--- src/rtl/sync_pkg.sv ---
package sync_pkg;
    localparam int PH_W = 2;
    typedef enum logic [PH_W-1:0] {
        SC_PH0 = 2'd0,
        SC_PH1 = 2'd1,
        SC_PH2 = 2'd2,
        SC_PH3 = 2'd3
    } ph_e;
    localparam ph_e RESET_PH = SC_PH3;
endpackage

--- src/rtl/sync_in_sampler.sv ---
module sync_in_sampler #(
    parameter int SYNC_DEPTH = 1
) (
    input  logic clk,
    input  logic rst_n,
    input  logic fast_sync,
    input  logic sync_in,
    output logic edge_o
);
    localparam int CHAIN_W = SYNC_DEPTH + 2;

    logic [CHAIN_W-1:0] chain;
    logic               edge_norm;
    logic               edge_fast;

    always_ff @(posedge clk or negedge rst_n) begin
        if (!rst_n) chain <= '0;
        else        chain <= {chain[CHAIN_W-2:0], sync_in};
    end

    assign edge_norm = chain[SYNC_DEPTH-1] & ~chain[SYNC_DEPTH];
    assign edge_fast = chain[SYNC_DEPTH]   & ~chain[SYNC_DEPTH+1];
    assign edge_o    = fast_sync ? edge_fast : edge_norm;

    // a single rising edge yields a single detection
    assert_edge_single_R6: assert property (@(posedge clk) disable iff (!rst_n)
        (edge_o && $stable(fast_sync)) |=> !edge_o);
endmodule

--- src/rtl/phase_fsm.sv ---
module phase_fsm
    import sync_pkg::*;
(
    input  logic clk,
    input  logic rst_n,
    input  logic realign_i,
    input  logic fast_i,
    output logic sync_clk_o,
    output logic rise_o
);
    ph_e state, nxt;
    logic cur_hi, nxt_hi;

    always_ff @(posedge clk or negedge rst_n) begin
        if (!rst_n) state <= RESET_PH;
        else        state <= nxt;
    end

    always_comb begin
        if (realign_i) begin
            nxt = fast_i ? SC_PH1 : SC_PH0;
        end else begin
            unique case (state)
                SC_PH0: nxt = SC_PH1;
                SC_PH1: nxt = SC_PH2;
                SC_PH2: nxt = SC_PH3;
                SC_PH3: nxt = SC_PH0;
                default: nxt = SC_PH0;
            endcase
        end
    end

    always_comb begin
        unique case (state)
            SC_PH0, SC_PH1: cur_hi = 1'b1;
            SC_PH2, SC_PH3: cur_hi = 1'b0;
            default:        cur_hi = 1'b0;
        endcase
        nxt_hi     = (nxt == SC_PH0) || (nxt == SC_PH1);
        sync_clk_o = cur_hi;
        rise_o     = nxt_hi && !cur_hi;
    end

    assert_advance_R2: assert property (@(posedge clk) disable iff (!rst_n)
        !realign_i |=> (2'(state) == 2'(2'($past(state)) + 2'd1)));
    assert_realign_norm_R4: assert property (@(posedge clk) disable iff (!rst_n)
        (realign_i && !fast_i) |=> (state == SC_PH0));
    assert_realign_fast_R5: assert property (@(posedge clk) disable iff (!rst_n)
        (realign_i && fast_i) |=> (state == SC_PH1));
endmodule

--- src/rtl/upd_pulse_gen.sv ---
module upd_pulse_gen (
    input  logic clk,
    input  logic rst_n,
    input  logic sample_i,
    input  logic req_i,
    output logic pulse_o
);
    logic req_q;

    always_ff @(posedge clk or negedge rst_n) begin
        if (!rst_n) begin
            req_q   <= 1'b0;
            pulse_o <= 1'b0;
        end else if (sample_i) begin
            req_q   <= req_i;
            pulse_o <= req_i & ~req_q;
        end else begin
            pulse_o <= 1'b0;
        end
    end

    assert_pulse_width_R8: assert property (@(posedge clk) disable iff (!rst_n)
        pulse_o |=> !pulse_o);
    assert_pulse_on_rise_R7: assert property (@(posedge clk) disable iff (!rst_n)
        $rose(pulse_o) |-> $past(sample_i));
endmodule

--- src/rtl/sync_clkdiv.sv ---
module sync_clkdiv #(
    parameter int SYNC_DEPTH = 1
) (
    input  logic clk,
    input  logic rst_n,
    input  logic slave_en,
    input  logic fast_sync,
    input  logic sync_in,
    input  logic upd_req,
    output logic sync_clk_o,
    output logic upd_pulse_o
);
    logic edge_w;
    logic realign_w;
    logic rise_w;

    sync_in_sampler #(.SYNC_DEPTH(SYNC_DEPTH)) u_samp (
        .clk(clk), .rst_n(rst_n), .fast_sync(fast_sync),
        .sync_in(sync_in), .edge_o(edge_w)
    );

    assign realign_w = edge_w & slave_en;

    phase_fsm u_fsm (
        .clk(clk), .rst_n(rst_n), .realign_i(realign_w), .fast_i(fast_sync),
        .sync_clk_o(sync_clk_o), .rise_o(rise_w)
    );

    upd_pulse_gen u_upd (
        .clk(clk), .rst_n(rst_n), .sample_i(rise_w),
        .req_i(upd_req), .pulse_o(upd_pulse_o)
    );

    // a pulse appears only in the first cycle of a high sync clock
    assert_pulse_phase_R7: assert property (@(posedge clk) disable iff (!rst_n)
        upd_pulse_o |-> (sync_clk_o && !$past(sync_clk_o)));
endmodule

--- config.mk ---
export PLATFORM = sky130hd
export DESIGN_NAME = sync_clkdiv
export DESIGN_NICKNAME = d
export VERILOG_FILES = /design/src/rtl/sync_pkg.sv /design/src/rtl/sync_in_sampler.sv /design/src/rtl/phase_fsm.sv /design/src/rtl/upd_pulse_gen.sv /design/src/rtl/sync_clkdiv.sv
export SDC_FILE = /design/constraint.sdc
export NUM_CORES = 1
export LEC_CHECK = 0
export ABC_CLOCK_PERIOD_IN_PS = 1800
export BUFFER_PORTS_ARGS = -buffer_cell sky130_fd_sc_hd__buf_2
export CAP_MARGIN = 5
export CORE_AREA = 4 4 41 43
export DETAILED_ROUTE_END_ITERATION = 10
export DIE_AREA = 0 0 45 47
export GPL_TIMING_DRIVEN = 0
export PLACE_DENSITY_LB_ADDON = 0.1
export SETUP_SLACK_MARGIN = 0.3
export SYNTH_ARGS = -nofsm -noshare
export SYNTH_HDL_FRONTEND = slang
export SYNTH_HIERARCHICAL = 1
export SYNTH_SLANG_ARGS = --single-unit
--- constraint.sdc ---
create_clock -name clk -period 1.8 [get_ports clk]
set_clock_uncertainty 0.05 [all_clocks]
set_input_delay 0.36 -clock clk [delete_from_list [all_inputs] [get_ports clk]]
set_output_delay 0.36 -clock clk [all_outputs]
set_load 0.02 [all_outputs]
# After elaboration in Yosys (flattened, before gate mapping)

Index checks and enable logic that the tools add are counted.

Equal/unequal tests: 4
Multiplexer cells: 6
Bitwise logic cells: 7
Reduce and logical (&&, ||, !) cells: 7

Operators with widths:

| cell                                                | number |
|---|---|
| one-hot mux 2 bit (4 select lines)                  | 1 |
| bitwise AND 1 bit                                   | 4 |
| equality test 2 x 1 -> 1 bit, second input constant | 2 |
| equality test 2 bit, second input constant          | 2 |
| zero test 2 bit                                     | 2 |
| OR reduction 2 bit                                  | 2 |
| two-way mux 1 bit                                   | 3 |
| NOT 1 bit                                           | 3 |
| two-way mux 2 bit                                   | 1 |
| one-hot mux 1 bit (2 select lines)                  | 1 |
| logical AND 1 bit                                   | 1 |
| zero test 1 bit                                     | 1 |
| logical OR 1 bit                                    | 1 |

Flip-flop bits (word level): 7
Output and inout bits: 2
Word-level logic and storage cells: 28

# Logic depth before layout (Yosys ltp)

Depth in word-level cells: 9
Gate-level depth with buffers: 6
Gate-level depth less buffers: 6

# Modules after synthesis

The synthesis kept the hierarchy.

By module, submodules not included:

| module          | times used | cells an instance | area each (µm²) | sequential area each (µm²) |
|---|---|---|---|---|
| phase_fsm       | 1          | 13                | 131.4           | 52.6 |
| sync_in_sampler | 1          | 6                 | 91.3            | 75.1 |
| upd_pulse_gen   | 1          | 4                 | 75.1            | 50.0 |
| sync_clkdiv     | 1          | 1                 | 6.3             | 0.0 |

# Worst setup path after synthesis

No wires, ideal clock.

Kind: flip-flop to flip-flop
Start point: reg u_fsm.state[0]
End point: reg u_upd.req_q
Setup time: 0.125 ns
Arrival time: 1.391 ns
Required time: 1.625 ns
Setup slack: 0.234 ns
Stages on the path, launching flop included: 6
Buffers on the path: 0
Cell sequence: dfstp_2 -> inv_1 -> ha_1 -> nor2b_2 -> nor2_2 -> mux2_4

Cells in the longest elaborated chain, start to end: 6

Ends and longest elaborated chain:

| item                                                            | RTL line            | source |
|---|---|---|
| start, declared                                                 | phase_fsm.sv:11     | `ph_e state, nxt;` |
| start signal, assigned                                          | phase_fsm.sv:16     | `else state <= nxt;` |
| equality test 2 bit (tied with other cells)                     | phase_fsm.sv:23     | `unique case (state)` |
| one-hot mux 2 bit (4 select lines) *                            | phase_fsm.sv:23     |  |
| two-way mux 2 bit *                                             | phase_fsm.sv:20     | `if (realign_i) begin` |
| named net u_fsm.nxt[1]                                          | phase_fsm.sv:11     |  |
| equality test 2 x 1 -> 1 bit or zero test 2 bit (tied branches) | phase_fsm.sv:39     | `nxt_hi = (nxt == SC_PH0) \|\| (nxt == SC_PH1);` |
| logical OR 1 bit *                                              | phase_fsm.sv:39     |  |
| logical AND 1 bit *                                             | phase_fsm.sv:41     | `rise_o = nxt_hi && !cur_hi;` |
| named net rise_w                                                | sync_clkdiv.sv:15   | `logic rise_w;` |
| end signal, assigned                                            | upd_pulse_gen.sv:15 | `req_q <= req_i;` |
| end, declared                                                   | upd_pulse_gen.sv:8  | `logic req_q;` |

The timed path passes the listed nets; every way through them passes the cells marked *.
A chain may end at the register's enable or synchronous reset.

# Worst setup path after layout

Start point: reg u_fsm.state[0]
End point: out sync_clk_o

Cells in the longest elaborated chain, start to end: 3

Ends and longest elaborated chain:

| item                                        | RTL line          | source |
|---|---|---|
| equality test 2 bit (tied with other cells) | phase_fsm.sv:34   | `unique case (state)` |
| OR reduction 2 bit                          | phase_fsm.sv:34   |  |
| one-hot mux 1 bit (2 select lines) *        | phase_fsm.sv:34   |  |
| end, declared                               | sync_clkdiv.sv:10 | `output logic sync_clk_o,` |

Mark *: on every way between the ends. The rest lies on a longest branch, timed or not.

==> summary.json <==
{
  "run_status": "completed",
  "totalNegativeSetupSlack_ps": 0,
  "worst_setup_path_start_kind": "flop",
  "combinational_group_share_of_total_power": 0.493,
  "synth_cell_types": 13,
  "cts_max_path_buffers": 2,
  "cpLargestDelayFamily": "flip-flops",
  "dr.first_iter.drc_count": 2,
  "io_buffers": 7,
  "layout-drive-gt1-share": 0.553,
  "cts_htree_levels": 1,
  "r2r.worst_path.cells": 5,
  "r2r_slack_ps": 220,
  "path_depth": 4,
  "synth.top_cell.area_share": 0.412,
  "power_frac_clock": 0.181,
  "timing.critical_path.buf_inv": 2,
  "power_switching_share": 0.331,
  "first_pass_iters": 2,
  "io-pin-count": 8,
  "postSynthCellCount": 24,
  "die_h_um": 47,
  "arrival_worst_endpoint_ps": 1200,
  "vias": 214,
  "diodes": 0,
  "synth_fp_nets": 33,
  "pwr_density_cell_nw_per_um2": 1750,
  "synth-main-ff-cell": "dfrtp_1",
  "die_area_um2": 2120,
  "grt_usage": 0.0653,
  "gp_congestion": 0.648,
  "worst_setup_hold_path_clk_slew_ps": 50,
  "worst_ir_drop_vdd_mv": 0.559,
  "timing.critical_path.fanout_max": 2,
  "postSynthAreaPerCell_um2": 12.7,
  "grt_max_degree": 8,
  "drt_drc_violations_left": 0,
  "required_ps": 1390,
  "finalSetupViolations": 0,
  "holdCritPathClass": "in -> reg",
  "max_slew.worst_pin.slew_ps": 161,
  "synthTopCellsByArea": "dfrtp_1 (41%), dfstp_2 (17%), ha_1 (12%)",
  "worst_setup_path_endpoint": "sync_clk_o",
  "cts-buffers-inserted": 3,
  "rows": 13,
  "finalNetCount": 48,
  "tritoncts": "yes",
  "ant_nets": 0,
  "rr_startpoint": "u_fsm/state[1]$_DFF_PN1_",
  "cts_num_sinks": 7,
  "fmax_mhz": 621,
  "post_synth_edffs": 0,
  "first_global_vias": 228,
  "post_synth_most_frequent_cells": "dfrtp_1 (5), ha_1 (3)",
  "fillCellCount": 135,
  "normalized_max_slew_margin": 0.892,
  "fin_ws_ps": 190,
  "detail_route.vias_per_cell": 4.04,
  "crit_path_end_kind": "output pin",
  "power.switching_uw": 257,
  "layout_worst_path_cycle_share": 0.895,
  "drt-wirelength-per-cell_um": 9.74,
  "start_util": 0.234,
  "critPathSlowestCell": "dfstp_2",
  "ys.warnings.count": 6,
  "max_slew_violation_count": 0,
  "p_seq_frac": 0.326,
  "cts-root-buf": "clkbuf_4",
  "synth_top_cell_by_area": "dfrtp_1",
  "synth_area_um2": 304,
  "leakagePower_nw": 0.214,
  "worstSetupPathType": "reg -> out",
  "clk_latency_ps": 250,
  "synth_async_sr_flop_share": 1.00,
  "max_cap_violations": 0,
  "worst_path_largest_cell_delay_ps": 540,
  "crit_chain": "inv_2 -> ha_4 -> nor2_4 -> buf_6",
  "fp.dieW_um": 45,
  "worst_hold_slack_ps": 168,
  "internal_power_uw": 518,
  "placeableCoreArea_um2": 1300,
  "most_frequently_used_cell_type_in_the_post_synthesis_netlist": "dfrtp_1",
  "globalRouteOverflowTotal": 0,
  "flow.area_growth_from_synthesis_pct": 45.7,
  "critPathLaunch": "u_fsm/state[0]$_DFF_PN1_",
  "synth.ff_latch_count": 7,
  "post_place_setup_slack_ps": 219,
  "rsz0062_at_grt": "yes",
  "wire_length_of_the_first_global_routing_pass_um": 869,
  "number_of_endpoints_with_negative_hold_slack_in_the_final_report": 0,
  "min_period_ps": 1610,
  "ys_seq_area_frac": 0.584,
  "crit-reg2reg-capture": "u_upd/req_q$_DFFE_PN0P_",
  "antenna_violations_before_repair": 0,
  "wirelength_um": 516
}
-- worst register-to-register path, stage by stage, from the launching register on --
cell,delay (ps)
dfstp_2,560
inv_1,50
ha_1,270
nor2b_4,140
nor2_4,90
mux2_4,300
-- how the worst min path moves through the flow --
stage	startpoint	to	slack (ps)	depth (start not counted)
2_1_floorplan	rst_n	u_samp/chain[0]$_DFF_PN0_	10	0
3_3_place_gp	rst_n	u_upd/req_q$_DFFE_PN0P_	150	1
3_5_place_dp	rst_n	u_upd/req_q$_DFFE_PN0P_	150	1
4_1_cts	sync_in	u_samp/chain[0]$_DFF_PN0_	150	1
5_1_grt	sync_in	u_samp/chain[0]$_DFF_PN0_	160	1
6_report	sync_in	u_samp/chain[0]$_DFF_PN0_	170	1
-- cell type report --
cell class	count	area, µm²	area share
well taps	15	18.8	0.0424
repair buffers	10	66.3	0.150
clock buffers	4	26.3	0.0593
flip-flops and latches	7	178	0.401
multi-input cells	15	146	0.331
inverters	2	7.51	0.0169
-- through the flow --
stage	power [mW]	utilization	instances	cell area [µm²]
after floorplan	0.467	-	24	314
after global placement	0.519	0.283	46	368
after detailed placement	0.535	0.283	46	368
after CTS	0.754	0.331	52	430
after global routing	0.834	0.340	53	443
final	0.775	0.340	53	443
-- timing repair --
item | CTS | global route
hold endpoints to repair | 5 | 0
setup endpoints to repair | 2 | 3
resized for setup | 4 | 1
setup buffers | 1 | 1
pin swaps | 2 | 0
hold buffers | 1 | 0
-- cells in the final DEF (no fill, tap or decap) --
cell	count
inv_1	1
dfrtp_1	5
ha_4	1
inv_2	1
clkbuf_4	3
buf_6	1
clkbuf_1	1
mux2_4	1
dfstp_2	2
ha_1	2
and2_1	1
nor2_1	2
o21ai_1	1
nor2_4	2
buf_4	2
buf_2	6
nand2_1	2
and3b_2	1
o2bb2ai_1	1
nor2b_4	1
dlygate4sd3_1	1
-- power by group through the flow --
stage	Combinational, mW	Sequential, mW	Clock (mW)
finish	0.382	0.253	0.140
detailed placement	0.286	0.249	0
global route	0.417	0.258	0.160
floorplan	0.216	0.251	0
CTS	0.351	0.254	0.148
global placement	0.273	0.246	0
-- sequential cells by signal, indices dropped and copies added (netlist names) --
register       count
u_fsm/state        2
u_upd/pulse_o      1
u_samp/chain       3
u_upd/req_q        1
-- cell families (layout without fill, tap and decap cells) --
group	after synthesis	in the layout	share of synthesized area
compound gates	2	2	0.0453
fa+ha+maj	3	3	0.123
buf+inv	2	16	0.0247
flops	7	7	0.584
mux	1	1	0.0494
simple gates	9	9	0.173
-- per-layer routing --
metal / global-route usage / up-vias / routed length [µm]
met5: 0 / - / 0
met4: 0.0702 / 0 / 0
met3: 0.0345 / 0 / 31
met2: 0.0989 / 5 / 274
met1: 0.0605 / 103 / 210
li1: - / 106 / -
Power figures use the tool's default switching activity.
